## src/rtl/rxf_pkg.sv

```systemverilog
package rxf_pkg;

  // Destination classification codes. The encodings are the block's output contract.
  typedef enum logic [2:0] {
    DT_PHYS_MISS = 3'b000,
    DT_PHYS_HIT  = 3'b001,
    DT_MC_MISS   = 3'b010,
    DT_BCAST     = 3'b011,
    DT_MC_HIT    = 3'b110
  } dest_type_e;

  // Accept-enable settings, gathered together.
  typedef struct packed {
    logic rx_en;
    logic acc_err;
    logic acc_mc;
    logic acc_bc;
    logic acc_phy;
  } accept_cfg_t;

endpackage

```

## src/rtl/rxf_classify.sv

```systemverilog
module rxf_classify
  import rxf_pkg::*;
#(
  parameter int unsigned ADDR_W    = 48,
  parameter int unsigned HASH_BITS = 6
) (
  input  logic [ADDR_W-1:0]           addr,
  input  logic [ADDR_W-1:0]           station,
  input  logic [HASH_BITS-1:0]        hash_idx,
  input  logic [(1<<HASH_BITS)-1:0]   hash_tbl,
  output dest_type_e                  dtype
);
  // Group bit sits in the LSB of the first transmitted byte (top byte here).
  localparam int unsigned MC_BIT = ADDR_W - 8;

  logic is_bcast, is_group, hash_hit, is_own;

  always_comb begin
    is_bcast = &addr;
    is_group = addr[MC_BIT];
    hash_hit = hash_tbl[hash_idx];
    is_own   = (addr == station);
    if (is_bcast)      dtype = DT_BCAST;
    else if (is_group) dtype = hash_hit ? DT_MC_HIT : DT_MC_MISS;
    else               dtype = is_own ? DT_PHYS_HIT : DT_PHYS_MISS;
  end

endmodule

```

## src/rtl/rxf_decide.sv

```systemverilog
module rxf_decide
  import rxf_pkg::*;
(
  input  dest_type_e  dtype,
  input  logic        frame_err,
  input  accept_cfg_t cfg,
  output logic        accept
);
  logic class_ok, err_ok;

  always_comb begin
    unique case (dtype)
      DT_PHYS_HIT: class_ok = 1'b1;
      DT_BCAST:    class_ok = cfg.acc_bc | cfg.acc_phy;
      DT_MC_HIT:   class_ok = cfg.acc_mc | cfg.acc_phy;
      default:     class_ok = cfg.acc_phy;
    endcase
    err_ok = ~frame_err | cfg.acc_err;
    accept = cfg.rx_en & err_ok & class_ok;
  end

endmodule

```

## src/rtl/rxf_len_adj.sv

```systemverilog
module rxf_len_adj #(
  parameter int unsigned LEN_W     = 13,
  parameter int unsigned CRC_BYTES = 4
) (
  input  logic [LEN_W-1:0] len_in,
  input  logic             keep_crc,
  output logic [LEN_W-1:0] len_out
);
  localparam logic [LEN_W:0] ADD = (LEN_W+1)'(CRC_BYTES);

  logic [LEN_W:0] sum;

  always_comb begin
    sum = {1'b0, len_in} + ADD;
    if (!keep_crc)       len_out = len_in;
    else if (sum[LEN_W]) len_out = '1;
    else                 len_out = sum[LEN_W-1:0];
  end

endmodule

```

## src/rtl/rxf_addr_filter.sv

```systemverilog
module rxf_addr_filter
  import rxf_pkg::*;
#(
  parameter int unsigned ADDR_W    = 48,
  parameter int unsigned HASH_BITS = 6,
  parameter int unsigned LEN_W     = 13,
  parameter int unsigned CRC_BYTES = 4
) (
  input  logic                        clk,
  input  logic                        rst_n,
  input  logic                        da_valid,
  input  logic [ADDR_W-1:0]           da_addr,
  input  logic [HASH_BITS-1:0]        crc_low,
  input  logic                        frame_err,
  input  logic [LEN_W-1:0]            frame_len,
  input  logic [ADDR_W-1:0]           station_addr,
  input  logic [(1<<HASH_BITS)-1:0]   hash_tbl,
  input  logic                        rx_en,
  input  logic                        acc_err,
  input  logic                        acc_mc,
  input  logic                        acc_bc,
  input  logic                        acc_phy,
  input  logic                        keep_crc,
  output logic                        res_valid,
  output logic [2:0]                  res_type,
  output logic                        res_accept,
  output logic [LEN_W-1:0]            res_len
);
  dest_type_e       dtype_c;
  logic             accept_c;
  logic [LEN_W-1:0] len_c;
  accept_cfg_t      cfg;

  assign cfg = '{rx_en: rx_en, acc_err: acc_err, acc_mc: acc_mc,
                 acc_bc: acc_bc, acc_phy: acc_phy};

  rxf_classify #(.ADDR_W(ADDR_W), .HASH_BITS(HASH_BITS)) u_class (
    .addr    (da_addr),
    .station (station_addr),
    .hash_idx(crc_low),
    .hash_tbl(hash_tbl),
    .dtype   (dtype_c)
  );

  rxf_decide u_decide (
    .dtype    (dtype_c),
    .frame_err(frame_err),
    .cfg      (cfg),
    .accept   (accept_c)
  );

  rxf_len_adj #(.LEN_W(LEN_W), .CRC_BYTES(CRC_BYTES)) u_len (
    .len_in  (frame_len),
    .keep_crc(keep_crc),
    .len_out (len_c)
  );

  always_ff @(posedge clk) begin
    if (!rst_n) begin
      res_valid  <= 1'b0;
      res_type   <= DT_PHYS_MISS;
      res_accept <= 1'b0;
      res_len    <= '0;
    end else begin
      res_valid <= da_valid;
      if (da_valid) begin
        res_type   <= dtype_c;
        res_accept <= accept_c;
        res_len    <= len_c;
      end
    end
  end

endmodule

```

## config.mk

```make
export PLATFORM = sky130hd
export DESIGN_NAME = rxf_addr_filter
export DESIGN_NICKNAME = d
export VERILOG_FILES = /design/src/rtl/rxf_pkg.sv /design/src/rtl/rxf_classify.sv /design/src/rtl/rxf_decide.sv /design/src/rtl/rxf_len_adj.sv /design/src/rtl/rxf_addr_filter.sv
export SDC_FILE = /design/constraint.sdc
export NUM_CORES = 1
export LEC_CHECK = 0
export BUFFER_PORTS_ARGS = -buffer_cell sky130_fd_sc_hd__buf_4
export CORE_AREA = 2 2 80 82
export CTS_BUF_LIST = sky130_fd_sc_hd__clkbuf_4
export CTS_CLUSTER_SIZE = 40
export DETAILED_ROUTE_END_ITERATION = 8
export DIE_AREA = 0 0 82 84
export MAX_ROUTING_LAYER = met4
export PLACE_DENSITY_LB_ADDON = 0.2
export REMOVE_ABC_BUFFERS = 1
export SYNTH_ARGS = -nofsm -noshare
export SYNTH_HDL_FRONTEND = slang
export SYNTH_SLANG_ARGS = --single-unit
```

## constraint.sdc

```tcl
create_clock -name clk -period 3 [get_ports clk]
set_clock_uncertainty 0.2 [all_clocks]
set_input_delay 0.6 -clock clk [delete_from_list [all_inputs] [get_ports clk]]
set_output_delay 0.6 -clock clk [all_outputs]
set_load 0.02 [all_outputs]
```

==> impl_results.md <==
* Leak Pwr at around 1.6 nW
* Part of the total power dissipated in combinational logic at ~54%
* Average via count per standard cell at a little over 5
* Final period utilization at about three quarters
* Outcome: complete, no violations
* Net switching power at 0.258 mW
* Pin count of the biggest net entering global routing at 23
* Class of the most critical setup path: in2reg
* Aggregate negative setup slack at 0 ns
* Gr ovfl total at 0
* Maximum clock rate at about 450 MHz
* Hold buffers post-CTS at 0
* Final-stage net count at around 620
* Number of non-filler instances in the completed layout at between 500 and 600
* Multi-input gate area at 1620 sq um
* Ys Warns at 0
* Die ar. at between 6000 and 7000 sq um
* Starting Density at 33.7%
* Global-route usage over all layers at 22.9%
* Capturing element type of the critical path: register
* Clock net sink count at 18
* Clk root buf: clkbuf_4
* Post-CTS setup repair buffer count at 0
* # IOs at 207
* Detailed-route via count at ~2,600
* Routed wire per std cell at about 16 um
* Cell area after technology mapping at just over 2000 sq um
* Longest individual stage delay on the worst path at 0.58 ns
* Remaining number of nets flagged by the antenna check after routing at 0
* Sequential share of power at just over 30%
* CTS resizes at 0
* Mean post-synth cell area at about 9 sq um
* Buffers added on ports at between 200 and 250
* Detailed Place HPWL at about 7000 um
* Area Overhead vs Synth at 78.2%
* CP startpoint kind: input pin
* Die width at between 80 and 90 um
* Vias in the first global route at about 2,600
* Number of buffers created by CTS at 3
* Total iterations of the first detailed-routing run at 4
* Final Critical Period at roughly 2.2 ns
* Maximum fanout count along the critical path at 16
* Total instance count after detailed placement at approximately 500
* Total setup violations reported at the end of the flow at 0
* Number of design rule violations left after detail routing at 0
* Data arrival time of the critical path at 2.21 ns
* Number of buffers between clock root and the deepest sink at 2
* Initial antenna violation count at 0
* Register clock-pin slew on the reported worst setup and hold paths at 0.10 ns
* Clock insertion delay at the later pin of the skew report at roughly 0.30 ns
* Dpl ws at ~0.46 ns
* Final setup slack of the worst path at between 0.7 and 0.8 ns
* Required time worst endpoint at between 2 and 3 ns
* Antenna diodes at 0
* CP max stage cell: mux4_1
* Unique cell type count in the Yosys netlist at 36
* Fraction of the yosys area taken by sequential cells at 17.5%
* Seq cells post-synth at 18
* Filler cell count at approximately 550
* Sequential cell area at approximately 360 sq um
* Max_slew headroom at a little over half
* Ratio of total power to cell area at ~230 nW/um^2
* Buffers and inverters on the worst path at 1
* Total of max-cap violations at 0
* Final wirelength at slightly below 8000 um
* Initial drt markers at 34
* Worst Hold Slack at 0.299 ns
* Total number of H-tree levels at 1
* Hold Violations, Final at 0
* Std cell rows at 29
* Global-route wire length before repair at roughly 12,000 um
* Y dimension of the die at 84 um
* Post-synthesis cell count at roughly 230
* Internal power at between 0.5 and 0.6 mW
* Unrepaired setup endpoints after global routing: no
* Clock Power Share at 15.2%
* Proportion of total power due to net switching at a little under a third
* Utilization after layout at 60.1%
* CTS tree: built
* Worst-Margin Slew at between 0.6 and 0.7 ns
* Maximum ir drop on the vdd rail at roughly 0.15 mV
* CP delay by family, top: multiplexers
* Cells traversed along the worst timing path: buf_4, mux4_1, mux2_2, a221oi_2, a41oi_1, nand4_1, o32ai_1
* Type of the worst min-delay path: reg2reg
* Final slew viol count at 0
* Ratio of cells with drive above 1 in the final layout at between 50% and 60%
* Core Footprint at 6100 sq um
* Final weighted congestion in routability-driven placement at between 0.8 and 0.9
-- layer usage --
layer	part of all wire (%)	global-route usage [%]	routed length, um	up-vias
li1	-	-	-	1281
met1	35	24.1	2790	1156
met2	53	42.4	4230	130
met3	9.7	4.44	770	12
met4	1.8	5.91	140	0
met5	0	-	0	-
-- cells by family after synthesis --
family	synth area share (%)
AND/OR/NAND/NOR	20.6
buffers and inverters	3.78
multiplexers	21.2
flip-flops	17.5
XOR/XNOR	24.7
AO/OA/AOI/OAI	11.6
adder cells (fa/ha/maj)	0.609
-- power groups by stage --
| stage | Sequential (mW) | Combinational [mW] | Clock, mW |
|---|---|---|---|
| 3_3_place_gp | 0.267 | 0.450 | 0 |
| 5_1_grt | 0.264 | 0.490 | 0.141 |
| 3_5_place_dp | 0.268 | 0.456 | 0 |
| 2_1_floorplan | 0.287 | 0.150 | 0 |
| 6_report | 0.262 | 0.453 | 0.128 |
| 4_1_cts | 0.263 | 0.458 | 0.135 |
-- synthesized netlist by cell type, drive strengths merged --
library cell / n / share of area, %
xnor2: 52 / 22
nand4: 29 / 8.8
dfxtp: 18 / 18
o21ai: 15 / 3.7
a21oi: 13 / 3.2
mux4: 13 / 15
nand2: 11 / 2.0
nand3: 10 / 2.4
mux2i: 9 / 4.4
buf: 7 / 2.1
nor4: 7 / 2.1
xor2: 6 / 2.6
clkbuf: 5 / 0.91
nor2: 5 / 0.91
inv: 4 / 0.73
nor2b: 4 / 1.2
and3: 3 / 0.91
mux2: 3 / 1.6
nand2b: 3 / 0.91
o211ai: 3 / 1.1
a221oi: 2 / 1.2
nor4b: 2 / 0.85
a31oi: 1 / 0.30
a41oi: 1 / 0.43
ha: 1 / 0.61
nand3b: 1 / 0.37
o211a: 1 / 0.49
o21a: 1 / 0.37
o311a: 1 / 0.49
o32ai: 1 / 0.43
-- per-stage QoR --
| stage | total power [mW] | instance area, sq um |
|---|---|---|
| floorplan | 0.438 | 1990 |
| global placement | 0.717 | 3630 |
| detailed placement | 0.724 | 3630 |
| CTS | 0.856 | 3660 |
| global route | 0.895 | 3660 |
| finish | 0.844 | 3660 |
-- placed cells by master (no fill, tap or decap), drive strengths merged --
master  Yosys  final
a21oi      13     13
a221oi      2      2
a31oi       1      1
a41oi       1      1
and3        3      3
buf         7    206
clkbuf      5      3
clkinv      0      1
dfxtp      18     18
ha          1      1
inv         4      4
mux2        3      3
mux2i       9      9
mux4       13     13
nand2      11     11
nand2b      3      3
nand3      10     10
nand3b      1      1
nand4      29     29
nor2        5      5
nor2b       4      4
nor4        7      7
nor4b       2      2
o211a       1      1
o211ai      3      3
o21a        1      1
o21ai      15     15
o311a       1      1
o32ai       1      1
xnor2      52     52
xor2        6      6
-- flip-flops by register name (all words and copies together) (netlist names) --
register and flops:
res_accept 1, res_type 3, res_valid 1, res_len 13
-- area by class of cell --
cell class	count	area share, %
multi-input cells	198	44.2
flip-flops and latches	18	9.84
repair buffers	206	42.2
inverters	4	0.410
clock inverters	1	0.103
clock buffers	3	0.615
well taps	77	2.63
-- worst reg2reg max path: cells and delay by family (launching register included) --
| kind | cells | cell delay (ns) |
|---|---|---|
| flip-flops | 1 | 0.36 |
| AND/OR/NAND/NOR | 3 | 0.37 |
| AO/OA/AOI/OAI | 1 | 0.24 |
-- worst paths after layout --
check | startpoint | endpoint | slack (ns) | cells past startpoint
max reg2reg | res_accept$_SDFFE_PN0P_ | res_accept$_SDFFE_PN0P_ | 1.74 | 4
max | crc_low[0] | res_accept$_SDFFE_PN0P_ | 0.78 | 7
min | res_type[0]$_SDFFE_PN0P_ | res_type[0]$_SDFFE_PN0P_ | 0.30 | 1
min reg2reg | res_type[0]$_SDFFE_PN0P_ | res_type[0]$_SDFFE_PN0P_ | 0.30 | 1
Power figures use the tool's default switching activity.
